**config.mk**
```make
export PLATFORM = sky130hd
export DESIGN_NAME = frame_shifter
export DESIGN_NICKNAME = d
export VERILOG_FILES = /design/src/rtl/frame_pkg.sv /design/src/rtl/frame_cfg_check.sv /design/src/rtl/frame_seq.sv /design/src/rtl/frame_bit_sel.sv /design/src/rtl/frame_shifter.sv
export SDC_FILE = /design/constraint.sdc
export NUM_CORES = 1
export LEC_CHECK = 0
export ABC_AREA = 1
export ABC_CLOCK_PERIOD_IN_PS = 2700
export BUFFER_PORTS_ARGS = -buffer_cell sky130_fd_sc_hd__buf_4
export CORE_UTILIZATION = 45
export CTS_CLUSTER_SIZE = 10
export DETAILED_ROUTE_END_ITERATION = 10
export PLACE_DENSITY = 0.65
export SLEW_MARGIN = 20
export SYNTH_ARGS = -nofsm -noshare
export SYNTH_HDL_FRONTEND = slang
export SYNTH_SLANG_ARGS = --single-unit
```
**constraint.sdc**
```tcl
create_clock -name clk -period 2.7 [get_ports clk]
set_input_delay 0.54 -clock clk [delete_from_list [all_inputs] [get_ports clk]]
set_output_delay 0.54 -clock clk [all_outputs]
set_load 0.005 [all_outputs]
```
**src/rtl/frame_pkg.sv**
```systemverilog
package frame_pkg;
  typedef enum logic [2:0] {
    PH_IDLE = 3'd0,
    PH_LSEL = 3'd1,
    PH_LDAT = 3'd2,
    PH_HSEL = 3'd3,
    PH_HDAT = 3'd4
  } phase_t;
endpackage

```
**src/rtl/frame_cfg_check.sv**
```systemverilog
module frame_cfg_check #(
  parameter int DATA_W = 16,
  parameter int CNT_W  = $clog2(DATA_W + 1)
) (
  input  logic [CNT_W-1:0] lo_count,
  input  logic [CNT_W-1:0] hi_count,
  output logic             err
);
  localparam logic [CNT_W-1:0] MAX_CNT = CNT_W'(DATA_W);

  always_comb begin
    err = (lo_count > MAX_CNT) || (hi_count > MAX_CNT);
  end
endmodule

```
**src/rtl/frame_seq.sv**
```systemverilog
module frame_seq
  import frame_pkg::*;
#(
  parameter int DATA_W = 16,
  parameter int CNT_W  = $clog2(DATA_W + 1),
  parameter int IDX_W  = $clog2(DATA_W)
) (
  input  logic              clk,
  input  logic              rst_n,
  input  logic              load,
  input  logic [DATA_W-1:0] lo_data,
  input  logic [DATA_W-1:0] hi_data,
  input  logic [CNT_W-1:0]  lo_count,
  input  logic [CNT_W-1:0]  hi_count,
  input  logic              lo_sel_en,
  input  logic              hi_sel_en,
  input  logic              shift_en,
  output phase_t            phase,
  output logic [IDX_W-1:0]  idx,
  output logic [DATA_W-1:0] lo_q,
  output logic [DATA_W-1:0] hi_q,
  output logic              done
);
  logic [CNT_W-1:0] lc_q, hc_q;
  logic             ls_q, hs_q;
  phase_t           nxt_phase;
  logic [IDX_W-1:0] nxt_idx;
  logic [CNT_W-1:0] idx_inc;
  phase_t           load_phase;

  function automatic phase_t high_entry(input logic [CNT_W-1:0] hc, input logic hs);
    if (hc == '0)  return PH_IDLE;
    else if (hs)   return PH_HSEL;
    else           return PH_HDAT;
  endfunction

  function automatic phase_t low_entry(input logic [CNT_W-1:0] lc, input logic ls,
                                       input logic [CNT_W-1:0] hc, input logic hs);
    if (ls)             return PH_LSEL;
    else if (lc != '0)  return PH_LDAT;
    else                return high_entry(hc, hs);
  endfunction

  assign idx_inc    = CNT_W'(idx) + CNT_W'(1);
  assign load_phase = low_entry(lo_count, lo_sel_en, hi_count, hi_sel_en);

  always_comb begin
    nxt_phase = phase;
    nxt_idx   = '0;
    unique case (phase)
      PH_LSEL: nxt_phase = (lc_q != '0) ? PH_LDAT : high_entry(hc_q, hs_q);
      PH_LDAT: begin
        if (idx_inc < lc_q) begin
          nxt_idx = idx + IDX_W'(1);
        end else begin
          nxt_phase = high_entry(hc_q, hs_q);
        end
      end
      PH_HSEL: nxt_phase = PH_HDAT;
      PH_HDAT: begin
        if (idx_inc < hc_q) begin
          nxt_idx = idx + IDX_W'(1);
        end else begin
          nxt_phase = PH_IDLE;
        end
      end
      default: nxt_phase = PH_IDLE;
    endcase
  end

  always_ff @(posedge clk or negedge rst_n) begin
    if (!rst_n) begin
      phase <= PH_IDLE;
      idx   <= '0;
      lo_q  <= '0;
      hi_q  <= '0;
      lc_q  <= '0;
      hc_q  <= '0;
      ls_q  <= 1'b0;
      hs_q  <= 1'b0;
      done  <= 1'b0;
    end else begin
      done <= 1'b0;
      if (phase == PH_IDLE) begin
        if (load) begin
          lo_q  <= lo_data;
          hi_q  <= hi_data;
          lc_q  <= lo_count;
          hc_q  <= hi_count;
          ls_q  <= lo_sel_en;
          hs_q  <= hi_sel_en;
          phase <= load_phase;
          idx   <= '0;
          done  <= (load_phase == PH_IDLE);
        end
      end else if (shift_en) begin
        phase <= nxt_phase;
        idx   <= nxt_idx;
        done  <= (nxt_phase == PH_IDLE);
      end
    end
  end

  assert_hold_R1: assert property (@(posedge clk) disable iff (!rst_n)
    (phase != PH_IDLE && !shift_en) |=> ($stable(phase) && $stable(idx)));

  assert_done_pulse_R9: assert property (@(posedge clk) disable iff (!rst_n)
    done |=> !done);
endmodule

```
**src/rtl/frame_bit_sel.sv**
```systemverilog
module frame_bit_sel
  import frame_pkg::*;
#(
  parameter int DATA_W = 16,
  parameter int IDX_W  = $clog2(DATA_W)
) (
  input  phase_t            phase,
  input  logic [IDX_W-1:0]  idx,
  input  logic [DATA_W-1:0] lo_q,
  input  logic [DATA_W-1:0] hi_q,
  output logic              sdo,
  output logic              frame_en
);
  always_comb begin
    unique case (phase)
      PH_LDAT: sdo = lo_q[idx];
      PH_HDAT: sdo = hi_q[idx];
      default: sdo = 1'b0;
    endcase
    frame_en = (phase != PH_IDLE);
  end
endmodule

```
**src/rtl/frame_shifter.sv**
```systemverilog
module frame_shifter
  import frame_pkg::*;
#(
  parameter int DATA_W = 16,
  localparam int CNT_W = $clog2(DATA_W + 1),
  localparam int IDX_W = $clog2(DATA_W)
) (
  input  logic              clk,
  input  logic              rst_n,
  input  logic              start,
  input  logic [DATA_W-1:0] lo_data,
  input  logic [DATA_W-1:0] hi_data,
  input  logic [CNT_W-1:0]  lo_count,
  input  logic [CNT_W-1:0]  hi_count,
  input  logic              lo_sel_en,
  input  logic              hi_sel_en,
  input  logic              shift_en,
  output logic              sdo,
  output logic              frame_en,
  output logic              busy,
  output logic              done,
  output logic              cfg_err
);
  phase_t            phase;
  logic [IDX_W-1:0]  idx;
  logic [DATA_W-1:0] lo_q, hi_q;
  logic              load;

  frame_cfg_check #(.DATA_W(DATA_W), .CNT_W(CNT_W)) u_cfg (
    .lo_count (lo_count),
    .hi_count (hi_count),
    .err      (cfg_err)
  );

  assign busy = (phase != PH_IDLE);
  assign load = start && !busy && !cfg_err;

  frame_seq #(.DATA_W(DATA_W), .CNT_W(CNT_W), .IDX_W(IDX_W)) u_seq (
    .clk       (clk),
    .rst_n     (rst_n),
    .load      (load),
    .lo_data   (lo_data),
    .hi_data   (hi_data),
    .lo_count  (lo_count),
    .hi_count  (hi_count),
    .lo_sel_en (lo_sel_en),
    .hi_sel_en (hi_sel_en),
    .shift_en  (shift_en),
    .phase     (phase),
    .idx       (idx),
    .lo_q      (lo_q),
    .hi_q      (hi_q),
    .done      (done)
  );

  frame_bit_sel #(.DATA_W(DATA_W), .IDX_W(IDX_W)) u_bit (
    .phase    (phase),
    .idx      (idx),
    .lo_q     (lo_q),
    .hi_q     (hi_q),
    .sdo      (sdo),
    .frame_en (frame_en)
  );

  assert_idle_low_R8: assert property (@(posedge clk) disable iff (!rst_n)
    !frame_en |-> !sdo);

  assert_done_not_busy_R9: assert property (@(posedge clk) disable iff (!rst_n)
    done |-> !busy);

  assert_bad_cfg_R7: assert property (@(posedge clk) disable iff (!rst_n)
    (!busy && start && cfg_err) |=> (!busy && !done));

  assert_sel_bit_low_R4: assert property (@(posedge clk) disable iff (!rst_n)
    (phase == PH_LSEL || phase == PH_HSEL) |-> !sdo);
endmodule

```
Yosys cells after proc, flatten, opt, wreduce, memory -nomap -nowiden
Index checks and enable logic that the tools add are counted.

Word-level logic and storage cells: 63. Output and inout bits: 5. Bits of input ports: 48. Register bits after elaboration: 51.

Reduce and logical (&&, ||, !) cells: 16. Add/subtract/negate cells: 2. Eq/ne operators: 5. Mux-type cells: 27. Order comparisons: 5.

Operators with widths (number): 3-bit two-way mux (12); 4-bit two-way mux (5); 3-bit one-hot mux with 4 select lines (1); 5-bit greater-than comparator (second input constant) (2); 5-bit zero test (2); 5-bit < comparator (2); 5-bit nonzero test (2); 3-bit zero test (3); 1-bit binary-select mux with 4-bit select (2); 4-bit one-hot mux with 2 select lines (1); 3-bit by 2-bit equality test with 1-bit output (second input constant) (2); 4-bit by 1-bit adder with 5-bit output (second input constant) (1); 4-bit by 5-bit < comparator with 1-bit output (second input constant) (1); 1-bit two-way mux (5); 4-bit by 1-bit adder with 4-bit output (second input constant) (1); 2-bit AND reduction (2); 3-bit by 1-bit equality test with 1-bit output (second input constant) (1); 3-bit equality test (second input constant) (1); 3-bit nonzero test (1); 1-bit logical AND (2); 1-bit zero test (2); 2-bit inequality test (second input constant) (1); 1-bit one-hot mux with 2 select lines (1); 2-bit nonzero test (1); 1-bit logical OR (1).

Longest topological paths before layout
Word-level depth: 7. Depth in mapped cells: 15. Depth with buffers taken out: 15.

By module
From an unflattened synthesis, not the netlist that was laid out.

Cells, all modules: 365. Area total of the unflattened synthesis: 3069.2 µm².

Modules (own cells, without submodules): frame_seq (instances 1, area each 2560.0 µm², cells an instance 246); frame_bit_sel (instances 1, area each 445.4 µm², cells an instance 104); frame_cfg_check (instances 1, area each 33.8 µm², cells an instance 9); frame_shifter (instances 1, area each 30.0 µm², cells an instance 6).

Least setup slack after synthesis
OpenSTA, ideal clock, no wires.

Path type: register to register. From: reg u_seq.idx[0]. To: reg u_seq.done. Stages on the path, launching flop included: 16. Setup time: 117 ps. Path slack: 773 ps. Data arrival time: 1810 ps. Path buffers: 1. Clock period less this slack: 1927 ps. Path through: dfrtp_1 clkbuf_1 nand3_1 xor2_1 ha_1 nand2_1 nor2_1 nand2_1 nand3_1 nand2_1 nand2_1 nand2_1 nand2_1 nor2_1 nand2_1 nand2_1.

Word-level cells in the longest chain between the ends: 7.

Ends and longest elaborated chain: from (decl) (line frame_seq.sv:19) `output logic [IDX_W-1:0] idx,`; from (signal assigned) (line frame_seq.sv:98) `idx <= nxt_idx;`; 4-bit by 1-bit adder with 5-bit output * (line frame_seq.sv:44) `assign idx_inc = CNT_W'(idx) + CNT_W'(1);`; 5-bit < comparator (on tied branches) (line frame_seq.sv:61, frame_seq.sv:53); 3-bit two-way mux (on tied branches) (line frame_seq.sv:61, frame_seq.sv:53); 3-bit one-hot mux with 4 select lines * (line frame_seq.sv:50) `unique case (phase)`; 3-bit zero test * (line frame_seq.sv:99) `done <= (nxt_phase == PH_IDLE);`; 1-bit two-way mux * (line frame_seq.sv:96) `end else if (shift_en) begin`; 1-bit two-way mux * (line frame_seq.sv:84) `if (phase == PH_IDLE) begin`; to (signal assigned) (line frame_seq.sv:94) `done <= (load_phase == PH_IDLE);`; to (signal assigned) (line frame_seq.sv:99); to (decl) (line frame_seq.sv:22) `output logic done`.

Mark *: on every way between the ends. The rest lies on a longest branch, timed or not. A chain may end at the register's enable or synchronous reset.

Worst setup path in the final report
From: reg u_seq.idx[0]. To: out sdo.

Word-level cells in the longest chain between the ends: 3.

Ends and longest elaborated chain: 1-bit binary-select mux with 4-bit select (on tied branches) (line frame_bit_sel.sv:17, frame_bit_sel.sv:16); 1-bit two-way mux (on tied branches) (line frame_bit_sel.sv:17, frame_bit_sel.sv:16); 1-bit one-hot mux with 2 select lines * (line frame_bit_sel.sv:15) `unique case (phase)`; to (decl) (line frame_shifter.sv:18) `output logic sdo,`.

Mark *: on every way between the ends. The rest lies on a longest branch, timed or not. The select of a mux whose other input is x is not followed.

==> flow_summary.json <==
{
  "cts-buffers-inserted": 5,
  "finish.utilization": 0.558,
  "clock_tree.root_cell": "sky130_fd_sc_hd__clkbuf_8",
  "switching_share": 0.402,
  "worst_path_max_delay_cell": "sky130_fd_sc_hd__dfrtp_2",
  "reg_clk_slew_reported_paths_ns": 0.10,
  "areaGrowthSynthToFinish_pct": 18.2,
  "fin_crit_sh": 0.902,
  "worstSetupEndpointType": "output port",
  "finalHoldViolations": 0,
  "routed_via_density": 4.92,
  "cp_common_cell": "sky130_fd_sc_hd__nand2_1",
  "start_util": 0.472,
  "regToRegSetupSlack_ns": 0.31,
  "seqPwrFrac": 0.449,
  "fmax_mhz": 411,
  "cp-start-kind": "flip-flop",
  "htree_num_levels": 2,
  "ctsHoldBuffers": 0,
  "synth_common_cells": "sky130_fd_sc_hd__nand2_1 (161), sky130_fd_sc_hd__dfrtp_1 (51), sky130_fd_sc_hd__nor2_1 (37)",
  "setup-tns-final_ns": 0,
  "final_layout_size_suffix_gt1_frac": 0.165,
  "groute.usage.overall": 0.217,
  "detail_route.wirelength.met1_mm": 3.09,
  "worst_ir_drop_vdd_uv": 357,
  "rows": 28,
  "portion_of_synthesized_cell_area_occupied_by_the_leading_cell_type": 0.454,
  "internal_power_mw": 1.76,
  "dp_hpwl_mm": 4.62,
  "antenna_cells_inserted": 0,
  "synthArstFlopShare": 1.00,
  "critical_path.cell_chain": "buf_4 > inv_2 > nor2_1 > o211ai_1 > nand3_1 > nand2_1 > nand2_1 > nand2_1 > buf_4",
  "ctsLongestPathBuffers": 2,
  "rsz0062_at_grt": "no",
  "setup-violations-final": 0,
  "comb_power_share": 0.405,
  "synth_area_leaders": "sky130_fd_sc_hd__dfrtp_1 (45%), sky130_fd_sc_hd__nand2_1 (22%), sky130_fd_sc_hd__o21ai_0 (5.9%)",
  "number_of_antenna_violating_nets_in_the_routed_design": 0,
  "synth_flop_cell": "sky130_fd_sc_hd__dfrtp_1",
  "clkSinkCount": 51,
  "postSynthNetCount": 439,
  "numPortBuffers": 52,
  "status": "finished, final reports clean",
  "met3RoutedLength_microns": 238,
  "synth_warnings": 0,
  "number_of_global_route_vias_before_repair": 2405,
  "coreArea_sq_um": 5960,
  "worst_pin_slew_ns": 0.642,
  "yosys_register_bits": 51,
  "antenna_found_initial": 0,
  "p_leak_nw": 1.80,
  "clock_insertion_delay_worst_skew_ns": 0.30,
  "drt_iter0_markers": 108,
  "most_repeated_cell_in_the_gate_level_netlist_after_synthesis": "sky130_fd_sc_hd__nand2_1",
  "setup_cp_type": "flip-flop to output port",
  "power_frac_clock": 0.146,
  "synth.cell_area_sq_um": 2810,
  "drt-total-wl_mm": 6.17,
  "cp.arrival_ns": 1.90,
  "critical-path-max-stage-delay_ns": 0.48,
  "drt_pass1_iterations": 5,
  "final_nets": 486,
  "highest_layer": "met4",
  "power_switching_mw": 1.19,
  "yosysSeqAreaShare": 0.454,
  "cts_post_setup_buffers_inserted": 0,
  "finClkSkew_ns": 0.0107,
  "ys_types": 24,
  "cts_tree": "built",
  "die_area_sq_um": 6560,
  "grt_start_max_net_pins": 52,
  "worst_slack_ns": 0.264,
  "vias": 2483,
  "die_width_microns": 81.0,
  "post-route-drc-count": 0,
  "pre_cts_ws_ns": 0.402,
  "power.density_cell_area_nw_per_um2": 887,
  "die_y_microns": 81.0,
  "yosysTopAreaCell": "sky130_fd_sc_hd__dfrtp_1",
  "syn_inst": 382,
  "pin_count": 53,
  "grt_overflow_total": 0,
  "gp_routability_congestion": 0.887,
  "grt_pass1_wl_mm": 11.0,
  "routed_wire_length_per_instance_microns": 12.2,
  "avgSynthCellArea_sq_um": 7.35,
  "finalPower_mw": 2.95,
  "max_fanout_on_critical_path": 18,
  "max_slew_vio_count": 0,
  "detailroute.wirelength.met2_mm": 2.77,
  "maxSlewHeadroom": 0.572,
  "hp-class": "input pin to asynchronous set/reset pin",
  "critical_path_required_ns": 2.16,
  "synth_enable_flop_cells": 0,
  "period_needed_ns": 2.44,
  "timing.max_cap.violations": 0
}
-- placed cells by master (no fill, tap or decap), drive strengths merged --
master    netlist  layout
clkinvlp        0       1
nand3b          1       1
buf            11      55
xor2            2       2
o21ai          34      34
nor3            2       2
nand2         162     162
dfrtp          51      51
clkinv          0       1
nand3          16      16
nand4           7       7
clkbuf          4       6
o211ai          8       8
nor2           38      38
a21o            1       1
inv            32      32
a21oi           4       4
ha              9       9
-- through the flow --
stage | hold WS [ns] | cell area, sq um | instances
after floorplan | 0.244 | 2810 | 382
after global placement | 0.462 | 3230 | 497
after detailed placement | 0.461 | 3230 | 497
after CTS | 0.279 | 3320 | 505
after global routing | 0.304 | 3320 | 505
final | 0.243 | 3320 | 505
-- flip-flops by register name, summed over array words and instances, names as in the netlist --
signal / flops
u_seq.hi_q: 16
u_seq.lo_q: 16
u_seq.hc_q: 5
u_seq.lc_q: 5
u_seq.idx: 4
u_seq.phase: 3
u_seq.done: 1
u_seq.hs_q: 1
-- power groups by stage --
stage | Combinational, mW | Sequential (mW) | Clock [mW]
after floorplan | 0.921 | 1.25 | 0
after global placement | 1.17 | 1.34 | 0
after detailed placement | 1.20 | 1.33 | 0
after CTS | 1.21 | 1.32 | 0.448
after global routing | 1.42 | 1.37 | 0.478
final | 1.19 | 1.32 | 0.431
-- metal layers --
layer	vias to the layer above	GRT usage
met2	50	0.340
met4	0	0.0607
li1	1297	-
met5	-	0
met3	8	0.0348
met1	1128	0.309
-- cell type report --
cell class | count | area, sq um
Inverter | 32 | 120
Timing Repair Buffer | 55 | 425
Fill cell | 596 | 2640
Multi-Input combinational cell | 284 | 1320
Tap cell | 75 | 93.8
Sequential cell | 51 | 1280
Clock buffer | 6 | 72.6
Clock inverter | 2 | 12.5
-- critical path, delay by kind of cell, from the launching register on --
| family | cells | cell delay (ns) |
|---|---|---|
| flip-flops | 1 | 0.48 |
| AO/OA/AOI/OAI | 1 | 0.22 |
| AND/OR/NAND/NOR | 5 | 0.37 |
| buffers and inverters | 3 | 0.52 |
-- worst paths after layout --
check | endpoint | startpoint | cells past startpoint
max in group asynchronous | u_seq.idx[0] | rst_n | 1
max | sdo | u_seq.idx[0] | 9
min | u_seq.phase[0] | rst_n | 1
min reg2reg | u_seq.hi_q[10] | u_seq.hi_q[10] | 2
min in group clk | u_seq.lo_q[1] | lo_data[1] | 3
max reg2reg | u_seq.done | u_seq.idx[1] | 14
-- cells by family (layout without fill, tap and decap cells) --
group / count (synthesis) / after routing / synth area share
AOI/OAI and AO/OA: 47 / 47 / 0.0931
xor gates and xnor gates: 2 / 2 / 0.00624
adders and majority gates: 9 / 9 / 0.0401
buffers and inverters: 47 / 95 / 0.0762
DFF: 51 / 51 / 0.454
and+or+nand+nor: 226 / 226 / 0.330
-- timing repair --
item	4_1_cts	5_1_grt
setup endpoints to repair	0	1
gates resized for setup	0	1
hold endpoints to repair	0	0
Power figures use the tool's default switching activity.
